`src/rtl/nvm_op_pkg.sv`:
```
package nvm_op_pkg;

    localparam int REG_W = 16;
    localparam int SEL_W = 4;
    localparam int CMD_W = 3;

    localparam int BIT_START = 15;
    localparam int BIT_WREN  = 14;
    localparam int BIT_ERR   = 13;
    localparam int BIT_MODE  = 6;

    typedef enum logic [CMD_W-1:0] {
        CMD_NONE     = 3'd0,
        CMD_BULK     = 3'd1,
        CMD_GEN_SEG  = 3'd2,
        CMD_SEC_SEG  = 3'd3,
        CMD_PAGE     = 3'd4,
        CMD_ROW      = 3'd5,
        CMD_WORD     = 3'd6,
        CMD_CFG_BYTE = 3'd7
    } cmd_e;

endpackage

```
`src/rtl/nvm_op_decode.sv`:
```
module nvm_op_decode
    import nvm_op_pkg::*;
#(
    parameter int CNT_W      = 8,
    parameter int T_BULK     = 12,
    parameter int T_SEG      = 10,
    parameter int T_PAGE     = 8,
    parameter int T_ROW      = 6,
    parameter int T_WORD     = 4,
    parameter int T_CFG      = 3
) (
    input  logic             mode_i,
    input  logic [SEL_W-1:0] sel_i,
    output cmd_e             cmd_o,
    output logic [CNT_W-1:0] dur_m1_o
);

    always_comb begin
        cmd_o = CMD_NONE;
        unique case (sel_i)
            4'b1111: cmd_o = mode_i ? CMD_BULK    : CMD_NONE;
            4'b1101: cmd_o = mode_i ? CMD_GEN_SEG : CMD_NONE;
            4'b1100: cmd_o = mode_i ? CMD_SEC_SEG : CMD_NONE;
            4'b0010: cmd_o = mode_i ? CMD_PAGE    : CMD_NONE;
            4'b0011: cmd_o = mode_i ? CMD_NONE    : CMD_WORD;
            4'b0001: cmd_o = mode_i ? CMD_NONE    : CMD_ROW;
            4'b0000: cmd_o = CMD_CFG_BYTE;
            default: cmd_o = CMD_NONE;
        endcase
    end

    always_comb begin
        dur_m1_o = '0;
        unique case (cmd_o)
            CMD_BULK:               dur_m1_o = CNT_W'(T_BULK - 1);
            CMD_GEN_SEG, CMD_SEC_SEG: dur_m1_o = CNT_W'(T_SEG - 1);
            CMD_PAGE:               dur_m1_o = CNT_W'(T_PAGE - 1);
            CMD_ROW:                dur_m1_o = CNT_W'(T_ROW - 1);
            CMD_WORD:               dur_m1_o = CNT_W'(T_WORD - 1);
            CMD_CFG_BYTE:           dur_m1_o = CNT_W'(T_CFG - 1);
            default:                dur_m1_o = '0;
        endcase
    end

endmodule

```
`src/rtl/nvm_op_timer.sv`:
```
module nvm_op_timer #(
    parameter int CNT_W = 8
) (
    input  logic             clk,
    input  logic             por_n,
    input  logic             load_i,
    input  logic [CNT_W-1:0] load_val_i,
    input  logic             abort_i,
    output logic             busy_o,
    output logic             last_o
);

    typedef struct packed {
        logic             busy;
        logic [CNT_W-1:0] cnt;
    } tmr_t;

    tmr_t tmr_d, tmr_q;

    always_comb begin
        tmr_d = tmr_q;
        if (abort_i) begin
            tmr_d.busy = 1'b0;
            tmr_d.cnt  = '0;
        end else if (load_i) begin
            tmr_d.busy = 1'b1;
            tmr_d.cnt  = load_val_i;
        end else if (tmr_q.busy) begin
            if (tmr_q.cnt == '0) begin
                tmr_d.busy = 1'b0;
            end else begin
                tmr_d.cnt = tmr_q.cnt - 1'b1;
            end
        end
    end

    always_ff @(posedge clk or negedge por_n) begin
        if (!por_n) begin
            tmr_q <= '0;
        end else begin
            tmr_q <= tmr_d;
        end
    end

    assign busy_o = tmr_q.busy;
    assign last_o = tmr_q.busy && (tmr_q.cnt == '0);

    AST_LOAD_WHEN_IDLE: assert property (@(posedge clk) disable iff (!por_n)
        load_i |-> !tmr_q.busy);

    AST_CNT_DOWN: assert property (@(posedge clk) disable iff (!por_n)
        (tmr_q.busy && !abort_i && tmr_q.cnt != '0) |=> (tmr_q.cnt == $past(tmr_q.cnt) - 1'b1));

endmodule

```
`src/rtl/nvm_op_ctrl.sv`:
```
module nvm_op_ctrl
    import nvm_op_pkg::*;
#(
    parameter int T_BULK = 12,
    parameter int T_SEG  = 10,
    parameter int T_PAGE = 8,
    parameter int T_ROW  = 6,
    parameter int T_WORD = 4,
    parameter int T_CFG  = 3
) (
    input  logic        clk,
    input  logic        por_n,
    input  logic        rst_n,
    input  logic        wr_en,
    input  logic [15:0] wr_data,
    output logic [15:0] rd_data,
    output logic        op_start,
    output logic [2:0]  op_cmd,
    output logic        op_busy
);

    localparam int T_MAX_A = (T_BULK > T_SEG)  ? T_BULK : T_SEG;
    localparam int T_MAX_B = (T_PAGE > T_ROW)  ? T_PAGE : T_ROW;
    localparam int T_MAX_C = (T_WORD > T_CFG)  ? T_WORD : T_CFG;
    localparam int T_MAX_D = (T_MAX_A > T_MAX_B) ? T_MAX_A : T_MAX_B;
    localparam int T_MAX   = (T_MAX_D > T_MAX_C) ? T_MAX_D : T_MAX_C;
    localparam int CNT_W   = (T_MAX > 1) ? $clog2(T_MAX) : 1;

    typedef struct packed {
        logic             start;
        logic             wren;
        logic             err;
        logic             mode;
        logic [SEL_W-1:0] sel;
        cmd_e             cmd;
        logic             strobe;
    } ctl_t;

    ctl_t ctl_d, ctl_q;

    cmd_e             dec_cmd;
    logic [CNT_W-1:0] dec_dur_m1;
    logic             tmr_load;
    logic             tmr_abort;
    logic             tmr_busy;
    logic             tmr_last;
    logic             unused_wr_bits;

    assign unused_wr_bits = ^{wr_data[BIT_ERR:7], wr_data[5:4]};

    nvm_op_decode #(
        .CNT_W  (CNT_W),
        .T_BULK (T_BULK),
        .T_SEG  (T_SEG),
        .T_PAGE (T_PAGE),
        .T_ROW  (T_ROW),
        .T_WORD (T_WORD),
        .T_CFG  (T_CFG)
    ) u_decode (
        .mode_i   (wr_data[BIT_MODE]),
        .sel_i    (wr_data[SEL_W-1:0]),
        .cmd_o    (dec_cmd),
        .dur_m1_o (dec_dur_m1)
    );

    nvm_op_timer #(
        .CNT_W (CNT_W)
    ) u_timer (
        .clk        (clk),
        .por_n      (por_n),
        .load_i     (tmr_load),
        .load_val_i (dec_dur_m1),
        .abort_i    (tmr_abort),
        .busy_o     (tmr_busy),
        .last_o     (tmr_last)
    );

    always_comb begin
        ctl_d        = ctl_q;
        ctl_d.strobe = 1'b0;
        tmr_load     = 1'b0;
        tmr_abort    = 1'b0;
        if (!rst_n) begin
            if (tmr_busy) begin
                tmr_abort   = 1'b1;
                ctl_d.start = 1'b0;
                ctl_d.err   = 1'b1;
                ctl_d.cmd   = CMD_NONE;
            end
        end else begin
            if (tmr_last) begin
                ctl_d.start = 1'b0;
                ctl_d.cmd   = CMD_NONE;
            end
            if (wr_en) begin
                ctl_d.wren = wr_data[BIT_WREN];
                if (!tmr_busy) begin
                    ctl_d.mode = wr_data[BIT_MODE];
                    ctl_d.sel  = wr_data[SEL_W-1:0];
                    if (wr_data[BIT_START]) begin
                        if (wr_data[BIT_WREN] && (dec_cmd != CMD_NONE)) begin
                            ctl_d.start  = 1'b1;
                            ctl_d.cmd    = dec_cmd;
                            ctl_d.strobe = 1'b1;
                            tmr_load     = 1'b1;
                        end else begin
                            ctl_d.err = 1'b1;
                        end
                    end
                end
            end
        end
    end

    always_ff @(posedge clk or negedge por_n) begin
        if (!por_n) begin
            ctl_q <= '0;
        end else begin
            ctl_q <= ctl_d;
        end
    end

    always_comb begin
        rd_data                = '0;
        rd_data[BIT_START]     = ctl_q.start;
        rd_data[BIT_WREN]      = ctl_q.wren;
        rd_data[BIT_ERR]       = ctl_q.err;
        rd_data[BIT_MODE]      = ctl_q.mode;
        rd_data[SEL_W-1:0]     = ctl_q.sel;
    end

    assign op_start = ctl_q.strobe;
    assign op_cmd   = ctl_q.cmd;
    assign op_busy  = tmr_busy;

    AST_STROBE_SINGLE: assert property (@(posedge clk) disable iff (!por_n)
        op_start |=> !op_start);

    AST_STROBE_WITH_BUSY: assert property (@(posedge clk) disable iff (!por_n)
        op_start |-> (op_busy && op_cmd != CMD_NONE && ctl_q.wren));

    AST_BUSY_HAS_START: assert property (@(posedge clk) disable iff (!por_n)
        op_busy |-> ctl_q.start);

    AST_CMD_HELD: assert property (@(posedge clk) disable iff (!por_n)
        (op_busy && !op_start) |-> $stable(op_cmd));

    AST_ERR_STICKY: assert property (@(posedge clk) disable iff (!por_n)
        ctl_q.err |=> ctl_q.err);

    AST_ABORT_FLAGS: assert property (@(posedge clk) disable iff (!por_n)
        (!rst_n && op_busy) |=> (!op_busy && ctl_q.err && !ctl_q.start));

    AST_IDLE_RST_HOLD: assert property (@(posedge clk) disable iff (!por_n)
        (!rst_n && !op_busy) |=> $stable(rd_data));

    AST_PROG_MODE0: assert property (@(posedge clk) disable iff (!por_n)
        (op_start && (op_cmd == CMD_ROW || op_cmd == CMD_WORD)) |-> !ctl_q.mode);

endmodule

```
`config.mk`:
```
export PLATFORM = sky130hd
export DESIGN_NAME = nvm_op_ctrl
export DESIGN_NICKNAME = d
export VERILOG_FILES = /design/src/rtl/nvm_op_pkg.sv /design/src/rtl/nvm_op_decode.sv /design/src/rtl/nvm_op_timer.sv /design/src/rtl/nvm_op_ctrl.sv
export SDC_FILE = /design/constraint.sdc
export NUM_CORES = 1
export LEC_CHECK = 0
export BUFFER_PORTS_ARGS = -buffer_cell sky130_fd_sc_hd__buf_2
export CAP_MARGIN = 25
export CORE_MARGIN = 2
export CORE_UTILIZATION = 50
export DETAILED_ROUTE_END_ITERATION = 16
export HOLD_SLACK_MARGIN = 0.12
export PLACE_DENSITY_LB_ADDON = 0.05
export SYNTH_ARGS = -nofsm -noshare
export SYNTH_HDL_FRONTEND = slang
export SYNTH_SLANG_ARGS = --single-unit
```
`constraint.sdc`:
```
create_clock -name clk -period 4.5 [get_ports clk]
set_input_delay 0 -clock clk [delete_from_list [all_inputs] [get_ports clk]]
set_output_delay 0 -clock clk [all_outputs]
set_load 0.02 [all_outputs]
```
# After elaboration in Yosys (flattened, before gate mapping)
# Cells that the tools add are included.
[word_totals]
ff_bits = 17
inputBits = 20
out_inout_bits = 21
word_cells = 79
[op_classes]
n_addsub = 1
eq_ne = 18
n_mux = 38
n_bitwise = 1
n_reduce_logical = 12
[ops]
columns = ["operator", "count"]
rows = [
  ["$pmux 4 s6", 1],
  ["$pmux 3 s7", 1],
  ["$mux 1", 20],
  ["$mux 3", 6],
  ["$mux 5", 3],
  ["$eq 3x3->1 const B", 4],
  ["$eq 4x4->1 const B", 3],
  ["$mux 12", 1],
  ["$mux 4", 3],
  ["$mux 10", 1],
  ["$eq 4x2->1 const B", 2],
  ["$logic_not 4->1", 2],
  ["$eq 3x2->1 const B", 2],
  ["$reduce_bool 3->1", 2],
  ["$reduce_and 5->1", 1],
  ["$eq 4x1->1 const B", 1],
  ["$mux 2", 2],
  ["$reduce_and 2->1", 2],
  ["$sub 4x1->4 const B", 1],
  ["$eq 3x1->1 const B", 1],
  ["$ne 3x1->1 const B", 1],
  ["$ne 3x2->1 const B", 1],
  ["$ne 3x3->1 const B", 1],
  ["$reduce_and 3->1", 1],
  ["other kinds (6)", 7],
]

# Longest topological paths before layout
[logic_depth]
word_depth = 11
depth_mapped = 6
mapped_depth_nobuf = 6

# Cells and area by module
# From an unflattened synthesis, not the netlist that was laid out.
[hier_totals]
cells_unflattened = 118
hier_area_um2 = 1141.1
[by_module_without_submodules]
columns = ["mod", "n_inst", "cells_per_inst", "area_per_inst_um2", "seq_area_each_um2"]
rows = [
  ["nvm_op_ctrl", 1, 54, 624.3, 300.3],
  ["nvm_op_timer", 1, 34, 336.6, 125.1],
  ["nvm_op_decode", 1, 30, 180.2, 0.0],
]

# Least setup slack after synthesis
# OpenSTA, ideal clock, no wires.
[synth_path]
path_kind = "register to register"
start = "reg u_timer.tmr_q[0] (netlist bit)"
end = "reg ctl_q (netlist bit op_cmd[2])"
t_arrival_ns = 1.717
required_time_ns = 4.375
path_slack_ns = 2.658
stages_incl_launch_ff = 7
period_less_slack_ns = 1.842
cell_sequence = "dfrtp_1 > inv_1 > ha_1 > nor3b_1 > o21ai_0 > and2_1 > mux2_4"
[synth_between]
elab_chain_len = 8
[synth_rtl]
columns = ["item", "line", "rtl"]
rows = [
  ["start, declared", "nvm_op_timer.sv:18", "tmr_t tmr_d, tmr_q;"],
  ["start signal, assigned", "nvm_op_timer.sv:41", "tmr_q <= tmr_d;"],
  ["$logic_not 4->1 *", "nvm_op_timer.sv:46", "assign last_o = tmr_q.busy && (tmr_q.cnt == '0);"],
  ["$logic_and 1x1->1 *", "nvm_op_timer.sv:46", ""],
  ["$mux 3 *", "nvm_op_ctrl.sv:91", "if (tmr_last) begin"],
  ["$mux 4", "nvm_op_ctrl.sv:101", "if (wr_data[BIT_WREN] && (dec_cmd != CMD_NONE)) begin"],
  ["$mux 4", "nvm_op_ctrl.sv:100", "if (wr_data[BIT_START]) begin"],
  ["$mux 10", "nvm_op_ctrl.sv:97", "if (!tmr_busy) begin"],
  ["$mux 12 *", "nvm_op_ctrl.sv:95", "if (wr_en) begin"],
  ["$mux 3 *", "nvm_op_ctrl.sv:83", "if (!rst_n) begin"],
  ["end signal, assigned", "nvm_op_ctrl.sv:119", "ctl_q <= ctl_d;"],
  ["end, declared", "nvm_op_ctrl.sv:39", "ctl_t ctl_d, ctl_q;"],
]
# Every way passes the cells marked *; elsewhere a longest branch is shown, timed or not. The select of a mux whose other input is x is not followed.
# A chain may end at the register's enable or synchronous reset.

# Final worst setup path
# Same ends and word-level chain as after synthesis.

==> reports/metrics.csv <==
metric,value,unit
status,"complete, no violations",
# H-tree levels,1,
Worst R2R Setup Slack,2310,ps
RSZ-0062 raised after global routing,no,
Hold Crit Class,in2async,
Crit Path Max Fanout,6,
Final Hold Viols,0,
maximum VDD drop,0.203,mV
Post-CTS Setup Bufs,0,
max frequency,0.457,GHz
total grt overflow,0,
average cell area after synthesis,9.89,sq um
share of flip-flops with an asynchronous set or reset,100,%
post-CTS resize count,0,
final wirelength,2.20,mm
Post-Synthesis Cells,109,
element type at the critical path start,register,
most frequent cell after synthesis,dfrtp_1,
number of synthesis warnings,0,
Final Util,65.1,%
clk root buf,clkbuf_4,
number of synthesized flops with an enable pin,0,
TritonCTS buffer count,3,
Initial Util,53.9,%
Seq cells post-synth,17,
max_slew headroom,56.3,%
Final setup viols,0,
finished layout cell area,1300,sq um
worst slew pin tran,655,ps
# DRC,0,
PwrDens,333,nW/um^2
Via Count,919,
P_leak,0.590,nW
half-perimeter wire length after placement,1.61,mm
clk buf depth,2,
largest net degree at the start of global routing,18,
Cell variety after synth,43,
antenna violations before repair,0,
RePlAce Congestion,0.853,
first-pass GRT wire length,3.85,mm
share of cells above drive strength 1,26.1,%
Sink Count,17,
Setup TNS,0,ps
DR iter-0 viols,18,
MaxCap Viol Count,0,
area grow syn2layout,20.9,%
IO Count,41,
filler cell count,186,
Final #Nets,165,
top cell type's share of synthesized area,39.4,%
placed inst area,1170,sq um
Hold Buf Count CTS,11,
Die Ht,50.4,um
Worst setup EP type,register,
vias in the first global route,832,
DRT Pass-1 Iters,5,
"Slew Viols, Final",0,
Clock transition at path regs,100,ps
gr usage total,20.2,%
Tmin final,2190,ps
die area,2540,sq um
CTS tree,done,
"area leader, netlist",dfrtp_1,
port bufs,23,
CP arrival,2370,ps
Setup Skew,0.520,ps
Seq. cell area,425,sq um
Tcrit/Tclk final,48.6,%
Syn Std Cell Area,1080,sq um
drt wl/cell,13.0,um
Commonest cells post-synth,"17 x dfrtp_1, 9 x buf_4, 7 x nand2_1, 5 x mux2_2, 5 x nand2b_1",
worst path required time,4680,ps
largest cells by area after synthesis,"dfrtp_1 39%, buf_4 6.3%, mux2_2 5.2%, mux2i_1 3.7%, nand2b_1 2.9%",
Worst-Skew Late Latency,290,ps
ys flop type,dfrtp_1,
diodes inserted,0,
core area,2000,sq um
Routed Antenna Nets,0,
footprint of the multi-input gates,578,sq um
vias per cell,5.44,
chip width,50.4,um
WS Path Type,reg2reg,
"Seq/Total Area, Yosys",39.4,%
Rows,16,
stage by stage:
step	total power, mW	cells	hold WS (ps)	setup WS, ps
after floorplan	0.314	116	-296	2660
after global placement	0.344	154	-62.1	2350
after detailed placement	0.348	154	-53.9	2320
after CTS	0.437	169	161	2320
after global routing	0.471	169	170	2110
final	0.435	169	150	2310
layout make-up:
cell class / instances / area share (%)
flip-flops and latches: 17 / 32.6
well taps: 27 / 2.59
repair buffers: 34 / 17.3
clock buffers: 4 / 2.02
inverters: 4 / 1.15
multi-input cells: 83 / 44.3
worst max-delay path, cell delays in order (launching register included):
cell     delay, ps
dfrtp_1        420
inv_1           90
ha_1           180
nor3b_1        560
o21ai_0        320
and2_1         240
mux2_4         260
registers in the layout (all words and copies together), names as in the netlist:
register	count
u_timer.tmr_q	4
u_timer.busy_o	1
op_cmd	3
op_start	1
rd_data	8
kinds of logic (layout without fill, tap and decap cells):
kind of cell	after synthesis	count (layout)	share of synthesized area [%]
buffers and inverters	16	42	9.40
other	1	8	0.348
DFF	17	17	39.4
muxes	10	10	10.3
adders and majority gates	2	2	2.32
AOI/OAI and AO/OA	24	24	17.2
and+or+nand+nor	39	39	21.0
report_power, final:
group          total (mW)  leakage [nW]  internal, mW  switching [mW]
sequential          0.202         0.207         0.181          0.0212
combinational       0.151         0.367        0.0685          0.0822
clock              0.0822        0.0150        0.0345          0.0477
total               0.435         0.590         0.284           0.151
worst paths after layout:
path | start | end | depth (start not counted)
worst min-delay path | por_n | u_timer.tmr_q[3]$_DFFE_PN0P_ | 2
worst max-delay path | u_timer.tmr_q[0]$_DFFE_PN0P_ | op_cmd[2]$_DFFE_PN0P_ | 6
max in group asynchronous | por_n | rd_data[2]$_DFFE_PN0P_ | 2
worst max register to register | u_timer.tmr_q[0]$_DFFE_PN0P_ | op_cmd[2]$_DFFE_PN0P_ | 6
worst min register to register | rd_data[15]$_DFFE_PN0P_ | rd_data[15]$_DFFE_PN0P_ | 1
min in group clk | wr_data[15] | rd_data[13]$_DFFE_PN0P_ | 4
layer usage:
layer	wire, um	global-route usage, %	share of wire [%]	up-vias
met2	1030	31.1	47	35
li1	-	-	-	446
met5	0	0	0	-
met1	1010	28.6	46	435
met3	127	3.57	5.8	3
met4	23	6.76	1.0	0
layout by cell type (no fill, tap or decap), types with 3 or more instances in the layout:
cell type	instances
nor2_1	4
o21ai_0	4
buf_2	23
nand2b_1	5
a21oi_1	3
clkbuf_4	3
nor3_1	4
mux2i_1	4
nand2_1	7
dfrtp_1	17
nand3_1	4
inv_1	4
conb_1	8
dlygate4sd3_1	11
mux2_2	5
(Power assumes the default switching activity.)
